### config.mk
export PLATFORM = sky130hd
export DESIGN_NAME = rgb_timing_gen
export DESIGN_NICKNAME = d
export VERILOG_FILES = /design/src/rtl/tg_pkg.sv /design/src/rtl/tg_span_counter.sv /design/src/rtl/tg_pin_drive.sv /design/src/rtl/rgb_timing_gen.sv
export SDC_FILE = /design/constraint.sdc
export NUM_CORES = 1
export LEC_CHECK = 0
export ABC_AREA = 1
export BUFFER_PORTS_ARGS = -buffer_cell sky130_fd_sc_hd__buf_2
export CAP_MARGIN = 10
export CORE_MARGIN = 2
export CORE_UTILIZATION = 60
export DETAILED_ROUTE_END_ITERATION = 7
export HOLD_SLACK_MARGIN = 0.1
export PLACE_DENSITY = 0.95
export SLEW_MARGIN = 0
export SYNTH_ARGS = -nofsm -noshare
export SYNTH_HDL_FRONTEND = slang
export SYNTH_SLANG_ARGS = --single-unit
### constraint.sdc
create_clock -name clk -period 7.8 [get_ports clk]
set_input_delay 1.56 -clock clk [delete_from_list [all_inputs] [get_ports clk]]
set_output_delay 1.56 -clock clk [all_outputs]
set_load 0.01 [all_outputs]
### src/rtl/tg_pkg.sv
package tg_pkg;
  // true when c lies in the half-open range [s, s+l)
  function automatic logic in_span(input logic [31:0] c, input logic [31:0] s,
                                   input logic [31:0] l);
    logic [32:0] e;
    e = {1'b0, s} + {1'b0, l};
    return (c >= s) && ({1'b0, c} < e);
  endfunction

  // true during the leading w counts of a period
  function automatic logic lead_pulse(input logic [31:0] c, input logic [31:0] w);
    return c < w;
  endfunction

  // pin level for an asserted/idle state under a polarity select
  function automatic logic pin_level(input logic act, input logic high);
    return high ? act : ~act;
  endfunction
endpackage

### src/rtl/tg_span_counter.sv
module tg_span_counter #(
  parameter int W = 16
) (
  input  logic         clk,
  input  logic         rst_n,
  input  logic         clear,
  input  logic         adv,
  input  logic [W-1:0] limit,
  output logic [W-1:0] cnt,
  output logic         wrap
);
  localparam logic [W:0] ONE = (W+1)'(1);

  logic [W-1:0] cnt_q;

  assign wrap = adv && (({1'b0, cnt_q} + ONE) >= {1'b0, limit});
  assign cnt  = cnt_q;

  always_ff @(posedge clk or negedge rst_n) begin
    if (!rst_n)      cnt_q <= '0;
    else if (clear)  cnt_q <= '0;
    else if (adv)    cnt_q <= wrap ? '0 : cnt_q + 1'b1;
  end

  // a period ends by returning to zero
  assert_wrap_R2: assert property (@(posedge clk) disable iff (!rst_n)
    (!clear && adv && wrap) |=> (cnt_q == '0));
  // without an advance the count holds
  assert_hold_R3: assert property (@(posedge clk) disable iff (!rst_n)
    (!clear && !adv) |=> $stable(cnt_q));
  // clear forces zero
  assert_clear_R1: assert property (@(posedge clk) disable iff (!rst_n)
    clear |=> (cnt_q == '0));
endmodule

### src/rtl/tg_pin_drive.sv
module tg_pin_drive (
  input  logic act,
  input  logic high,
  input  logic en,
  output logic pin
);
  import tg_pkg::*;
  assign pin = pin_level(en & act, high);
endmodule

### src/rtl/rgb_timing_gen.sv
module rgb_timing_gen #(
  parameter int HCW = 18,
  parameter int HPW = 14,
  parameter int HWW = 12,
  parameter int HAW = 16,
  parameter int VCW = 16,
  parameter int VPW = 18,
  parameter int VWW = 16,
  parameter int VAW = 16,
  parameter int AW  = 32
) (
  input  logic           clk,
  input  logic           rst_n,
  input  logic           run,
  input  logic           sync_on,
  input  logic [HCW-1:0] h_total,
  input  logic [HPW-1:0] h_pulse,
  input  logic [HWW-1:0] h_wait,
  input  logic [HAW-1:0] h_valid,
  input  logic [VCW-1:0] v_total,
  input  logic [VPW-1:0] v_pulse,
  input  logic [VWW-1:0] v_wait,
  input  logic [VAW-1:0] v_active,
  input  logic           hs_high,
  input  logic           vs_high,
  input  logic           de_high,
  input  logic           de_present,
  input  logic [AW-1:0]  next_base,
  output logic           hsync_o,
  output logic           vsync_o,
  output logic           de_o,
  output logic           pix_take,
  output logic [AW-1:0]  cur_base
);
  import tg_pkg::*;

  localparam int NPIN = 3;

  logic [HCW-1:0] hcnt;
  logic [VCW-1:0] vcnt;
  logic           line_end;
  logic           frame_end;
  logic           frame_start;
  logic           hs_act, vs_act, win_act;
  logic [NPIN-1:0] act_vec, high_vec, en_vec, pin_vec;
  logic [AW-1:0]  base_q;

  tg_span_counter #(.W(HCW)) u_hcnt (
    .clk(clk), .rst_n(rst_n), .clear(!run), .adv(run),
    .limit(h_total), .cnt(hcnt), .wrap(line_end)
  );

  tg_span_counter #(.W(VCW)) u_vcnt (
    .clk(clk), .rst_n(rst_n), .clear(!run), .adv(run && line_end),
    .limit(v_total), .cnt(vcnt), .wrap(frame_end)
  );

  assign frame_start = run && (hcnt == '0) && (vcnt == '0);

  assign hs_act  = run && lead_pulse(32'(hcnt), 32'(h_pulse));
  assign vs_act  = run && lead_pulse(32'(vcnt), 32'(v_pulse));
  assign win_act = run && in_span(32'(hcnt), 32'(h_wait), 32'(h_valid))
                       && in_span(32'(vcnt), 32'(v_wait), 32'(v_active));

  assign act_vec  = {win_act, vs_act, hs_act};
  assign high_vec = {de_high, vs_high, hs_high};
  assign en_vec   = {sync_on && de_present, sync_on, sync_on};

  for (genvar i = 0; i < NPIN; i++) begin : g_pin
    tg_pin_drive u_pin (
      .act(act_vec[i]), .high(high_vec[i]), .en(en_vec[i]), .pin(pin_vec[i])
    );
  end

  assign hsync_o  = pin_vec[0];
  assign vsync_o  = pin_vec[1];
  assign de_o     = de_present ? pin_vec[2] : 1'b0;
  assign pix_take = sync_on && win_act;

  always_ff @(posedge clk or negedge rst_n) begin
    if (!rst_n)           base_q <= '0;
    else if (frame_start) base_q <= next_base;
  end
  assign cur_base = base_q;

  // a rise of run starts at pixel 0 of line 0
  assert_restart_R1: assert property (@(posedge clk) disable iff (!rst_n)
    $rose(run) |-> (hcnt == '0 && vcnt == '0));
  // the shadow address is captured at frame start
  assert_swap_R8: assert property (@(posedge clk) disable iff (!rst_n)
    frame_start |=> (cur_base == $past(next_base)));
  // otherwise the current address holds
  assert_hold_R8: assert property (@(posedge clk) disable iff (!rst_n)
    !frame_start |=> $stable(cur_base));
  // strobes idle while sync output is off
  assert_quiet_R7: assert property (@(posedge clk) disable iff (!rst_n)
    !sync_on |-> (hsync_o == !hs_high && vsync_o == !vs_high && !pix_take));
  // absent enable pin stays low
  assert_noden_R6: assert property (@(posedge clk) disable iff (!rst_n)
    !de_present |-> !de_o);
  // a taken pixel always coincides with an asserted enable pin
  assert_take_R4: assert property (@(posedge clk) disable iff (!rst_n)
    (pix_take && de_present) |-> (de_o == de_high));
endmodule

After elaboration in Yosys (flattened, before gate mapping):

Cells that the tools add are included.
Widths: inputs -> output; s select.

* bits in registers: 66
* bits in latches: 0
* bits in writable memories: 0
* memory bits (read-only): 0
* bits of input ports: 166
* memories: 0

* add/subtract/negate cells: 6
* $mul: 0
* divide/modulo/power cells: 0
* order comparisons: 8
* eq/ne operators: 1
* shift-type cells: 0
* multiplexer cells: 9
* bitwise logic cells: 6
* reductions and logical operators: 15

Operators by type and width (count)
* $mux 16: 3
* $mux 18: 2
* $add 18x1->19 const B: 1
* $ge 19x18->1: 1
* $add 18x1->18 const B: 1
* $ge 18x12->1: 1
* $logic_not 18->1: 1
* $lt 16x18->1: 1
* $lt 18x14->1: 1
* $lt 18x17->1: 1
* $add 12x16->17: 1
* $add 16x1->17 const B: 1
* $add 16x16->17: 1
* $ge 17x16->1: 1
* $lt 16x17->1: 1
* $add 16x1->16 const B: 1
* $ge 16x16->1: 1
* $logic_not 16->1: 1
* $logic_and 1x1->1: 13
* $mux 1: 4
* $and 1x1->1: 3
* $not 1->1: 3
* $ne 2x1->1 const B: 1

Logic depth before layout (Yosys ltp):

* word-level depth: 9
* mapped depth: 23
* mapped depth without buffers: 23

Hierarchy:

From an unflattened synthesis, not the netlist that was laid out.

* cell total of the unflattened synthesis: 1283
* area, all modules: 8740.9 um^2

By module, submodules not included
* rgb_timing_gen: instances 1, cells each 726, area each 5191.2 um^2, seq. area each 800.8 um^2
* tg_span_counter (u_hcnt): instances 1, cells each 287, area each 1869.3 um^2, seq. area each 450.4 um^2
* tg_span_counter (u_vcnt): instances 1, cells each 255, area each 1620.3 um^2, seq. area each 400.4 um^2
* tg_pin_drive: instances 3, cells each 5, area each 20.0 um^2, seq. area each 0.0 um^2

Least setup slack after synthesis:

OpenSTA, ideal clock, no wires.

* path kind: input-to-output
* from: input port h_wait[4]
* to: output port de_o
* arrival time: 4.192 ns
* path slack: 2.048 ns
* stages on the path: 22
* path through: ha_1 > inv_1 > nor3_1 > a21oi_1 > o21ai_0 > a21boi_0 > o21ai_0 > nand2_1 > nand2_1 > nand2_1 > ha_1 > a21oi_1 > o31ai_1 > inv_1 > nand2_1 > nor2_1 > nand2_1 > nor2_1 > nand3_1 > nand2_1 > nand2_1 > nor2_1

* cells in the longest elaborated chain, start to end: 9

Ends and longest elaborated chain
* from (decl): RTL line rgb_timing_gen.sv:18 `input logic [HWW-1:0] h_wait,`
* $add 12x16->17: RTL line tg_pkg.sv:6 `e = {1'b0, s} + {1'b0, l};`
* $lt 18x17->1: RTL line tg_pkg.sv:7 `return (c >= s) && ({1'b0, c} < e);`
* $logic_and 1x1->1 (*): RTL line tg_pkg.sv:7
* $logic_and 1x1->1 (*): RTL line rgb_timing_gen.sv:62 `assign win_act = run && in_span(32'(hcnt), 32'(h_wait), 32'(h_valid))`
* $logic_and 1x1->1 (*): RTL line rgb_timing_gen.sv:63 `&& in_span(32'(vcnt), 32'(v_wait), 32'(v_active));`
* $and 1x1->1 (*): RTL line tg_pin_drive.sv:8 `assign pin = pin_level(en & act, high);`
* $not 1->1: RTL line tg_pkg.sv:17 `return high ? act : ~act;`
* $mux 1 (*): RTL line tg_pkg.sv:17
* $mux 1 (*): RTL line rgb_timing_gen.sv:77 `assign de_o = de_present ? pin_vec[2] : 1'b0;`
* to (decl): RTL line rgb_timing_gen.sv:31 `output logic de_o,`

Every way passes the cells marked *; elsewhere a longest branch is shown, timed or not.

Worst setup path after layout:

* from: input port h_wait[6]
* to: output port de_o

Same word-level chain as after synthesis.

==> impl_metrics.env <==
export IMPL_status="finished clean"
export IMPL_hold_path_class="reg -> reg"
export IMPL_pwr_share_comb=0.309
export IMPL_setup_tns_ns=0
export IMPL_syn2layout_area_growth_pct=18.9
export IMPL_switchingPower_uw=373
export IMPL_antenna_found_initial=1
export IMPL_first_global_vias=7673
export IMPL_synth_yosys_warnings=0
export IMPL_root_buffer="clkbuf_16"
export IMPL_hold_viol_final=0
export IMPL_leakage_nw=5.50
export IMPL_clkTransAtPathRegs_ns=0.05
export IMPL_die_area_sq_um=14100
export IMPL_netSwitchingFraction=0.306
export IMPL_clock_sinks=66
export IMPL_dp_hpwl_um=16600
export IMPL_seqPwrFrac=0.333
export IMPL_p_clk_frac=0.357
export IMPL_whs_endpoint="cur_base[15]"
export IMPL_reg2reg_depth=14
export IMPL_p_int_uw=844
export IMPL_nNetsFinal=1581
export IMPL_worstSetupEndpointType="output port"
export IMPL_clock_fmax_mhz=154
export IMPL_power_density_nw_per_um2=130
export IMPL_post_dp_cell_area_sq_um=9070
export IMPL_final_cell_mix="inv_1 (207), buf_2 (201), nand2_1 (169)"
export IMPL_grt_overflow=0
export IMPL_grt_usage=0.292
export IMPL_htreeDepth=3
export IMPL_yosysSeqAreaShare=0.209
export IMPL_cts_resized=0
export IMPL_ant_nets=0
export IMPL_synthesis_nets=1379
export IMPL_rsz0062_at_grt="no"
export IMPL_drt_first_iter_violations=606
export IMPL_die_w_um=119
export IMPL_path_class="in -> out"
export IMPL_critPathRequiredTime_ns=6.24
export IMPL_drcViolationCount=0
export IMPL_r2r_start="u_hcnt.cnt[1]"
export IMPL_whs_ns=0.495
export IMPL_final_cells=1438
export IMPL_wl_um=20600
export IMPL_viasPerCell=5.49
export IMPL_gp_congestion=0.901
export IMPL_final_area_sq_um=9390
export IMPL_cap_violations=0
export IMPL_synthDistinctLibCells=42
export IMPL_worst_pin_slew_ns=0.849
export IMPL_netlist_instances=1058
export IMPL_wl_per_cell_um=14.3
export IMPL_synth_area_sq_um=7900
export IMPL_cp_start_kind="input pin"
export IMPL_ir_worst_vdd_mv=0.103
export IMPL_fin_crit_sh=0.830
export IMPL_r2r_setup_slack_ns=3.18
export IMPL_hp_start="cur_base[15]"
export IMPL_hold_depth=1
export IMPL_start_util=0.621
export IMPL_path_max_fanout=4
export IMPL_final_core_util=0.738
export IMPL_arrival_ns=4.91
export IMPL_first_pass_iters=5
export IMPL_slew_headroom=0.434
export IMPL_fp_coreArea_sq_um=12700
export IMPL_final_min_clock_period_ns=6.47
export IMPL_dr_total_vias=7892
export IMPL_drv_slew=0
export IMPL_grt_first_pass_wirelength_um=34200
export IMPL_setup_violations_final=0
export IMPL_hold_buffers=0
export IMPL_io_pins=202
export IMPL_cts_tree="done"
export IMPL_placed_cells=1421
export IMPL_cts_buffer_depth=2
export IMPL_layout_drive_gt1_share=0.214
export IMPL_ys_ff_latch=66
export IMPL_clk_latency_ns=0.33
export IMPL_num_rows=41
export IMPL_fin_skew_ns=0.00618
export IMPL_cts_made_buffers=9
export IMPL_die_y_um=119
export IMPL_grt_max_degree=67
export IMPL_numPortBuffers=201
export IMPL_cts_setup_buffers=0
export IMPL_syn_avg_cell_area_sq_um=7.47
export IMPL_final_common_cell="inv_1"
export IMPL_rr_endpoint="u_vcnt.cnt[7]"
## worst max-delay path by stage
stage,start,to,slack [ns],cells after the start
after floorplan,h_wait[4],de_o,2.05,22
after global routing,h_wait[6],de_o,0.84,24
after global placement,h_wait[4],de_o,1.50,24
final,h_wait[6],de_o,1.33,24
after CTS,h_wait[6],de_o,1.32,24
after detailed placement,h_wait[6],de_o,1.33,24
## logic make-up (layout without fill, tap and decap cells)
| kind of cell | count (synthesis) | after routing | synth area share |
|---|---|---|---|
| compound gates | 125 | 125 | 0.0884 |
| xor+xnor | 51 | 51 | 0.0565 |
| fa+ha+maj | 155 | 155 | 0.247 |
| buf+inv | 219 | 426 | 0.107 |
| flops | 66 | 66 | 0.209 |
| mux | 32 | 32 | 0.0456 |
| other cells | 0 | 1 | 0 |
| simple gates | 410 | 410 | 0.246 |
## sequential cells by signal, summed over array words and instances, names as in the netlist
signal	cells
u_hcnt.cnt	18
cur_base	32
u_vcnt.cnt	16
## power by group through the flow
stage          registers, mW  clock network (mW)  logic (mW)
2_1_floorplan          0.430                   0       0.211
3_3_place_gp           0.407                   0       0.359
3_5_place_dp           0.412                   0       0.376
4_1_cts                0.406               0.439       0.378
5_1_grt                0.411               0.455       0.421
6_report               0.406               0.435       0.377
## per-layer routing
metal / GRT usage / wire, um / up-vias
met5: 0 / 0 / -
met4: 0.109 / 612 / 0
met2: 0.535 / 10600 / 313
met1: 0.343 / 8140 / 3601
met3: 0.0405 / 1260 / 56
li1: - / - / 3922
## per-stage QoR
step	power, mW	worst slack [ns]
final	1.22	1.33
after global placement	0.767	1.50
after floorplan	0.641	2.05
after global routing	1.29	0.843
after CTS	1.22	1.32
after detailed placement	0.788	1.33
## synthesized netlist by cell type (all sizes together)
master     n  area [sq um]
inv      207           777
o21ai     24           120
nor3      23           125
nand3     44           238
clkbuf     6          22.5
buf        6          46.3
o32a       1          10.0
fa         2          40.0
a21o       2          15.0
a211oi     3          22.5
or2        1          6.26
a21boi     3          22.5
o211ai     3          22.5
xor2      37           324
nor2      99           465
dfrtp     66          1650
nor4      10          62.6
o21a       2          15.0
a31oi      2          12.5
o31a       1          8.76
ha       153          1910
xnor2     14           123
and3       2          12.5
o31ai      4          30.0
a21oi     74           370
nand4     54           344
nand2    172           653
mux2      32           360
nand3b     5          37.5
o21bai     3          22.5
o2111ai    3          26.3
## worst max-delay path, stage by stage
cell	delay, ns
buf_2	0.11
ha_1	0.34
nand2_1	0.09
o21ai_0	0.19
a21oi_1	0.09
o21ai_0	0.29
a21boi_0	0.19
o21ai_0	0.39
nand2_1	0.10
nand2_1	0.07
nand2_1	0.05
ha_1	0.28
a21oi_1	0.15
o31ai_1	0.08
inv_1	0.06
nand2_1	0.04
nor2_1	0.10
nand2_1	0.06
nor2_1	0.14
nand3_1	0.17
nand2_1	0.11
nand2_1	0.05
nor2_1	0.07
buf_2	0.13
## area by class of cell
class	count	area (sq um)
tap	172	215
multi-input combinational	773	5400
inverter	207	777
timing repair buffer	203	1020
antenna	1	2.50
clock inverter	5	77.6
sequential	66	1650
clock buffer	11	243
fill	1038	3330
Power figures use the tool's default switching activity.
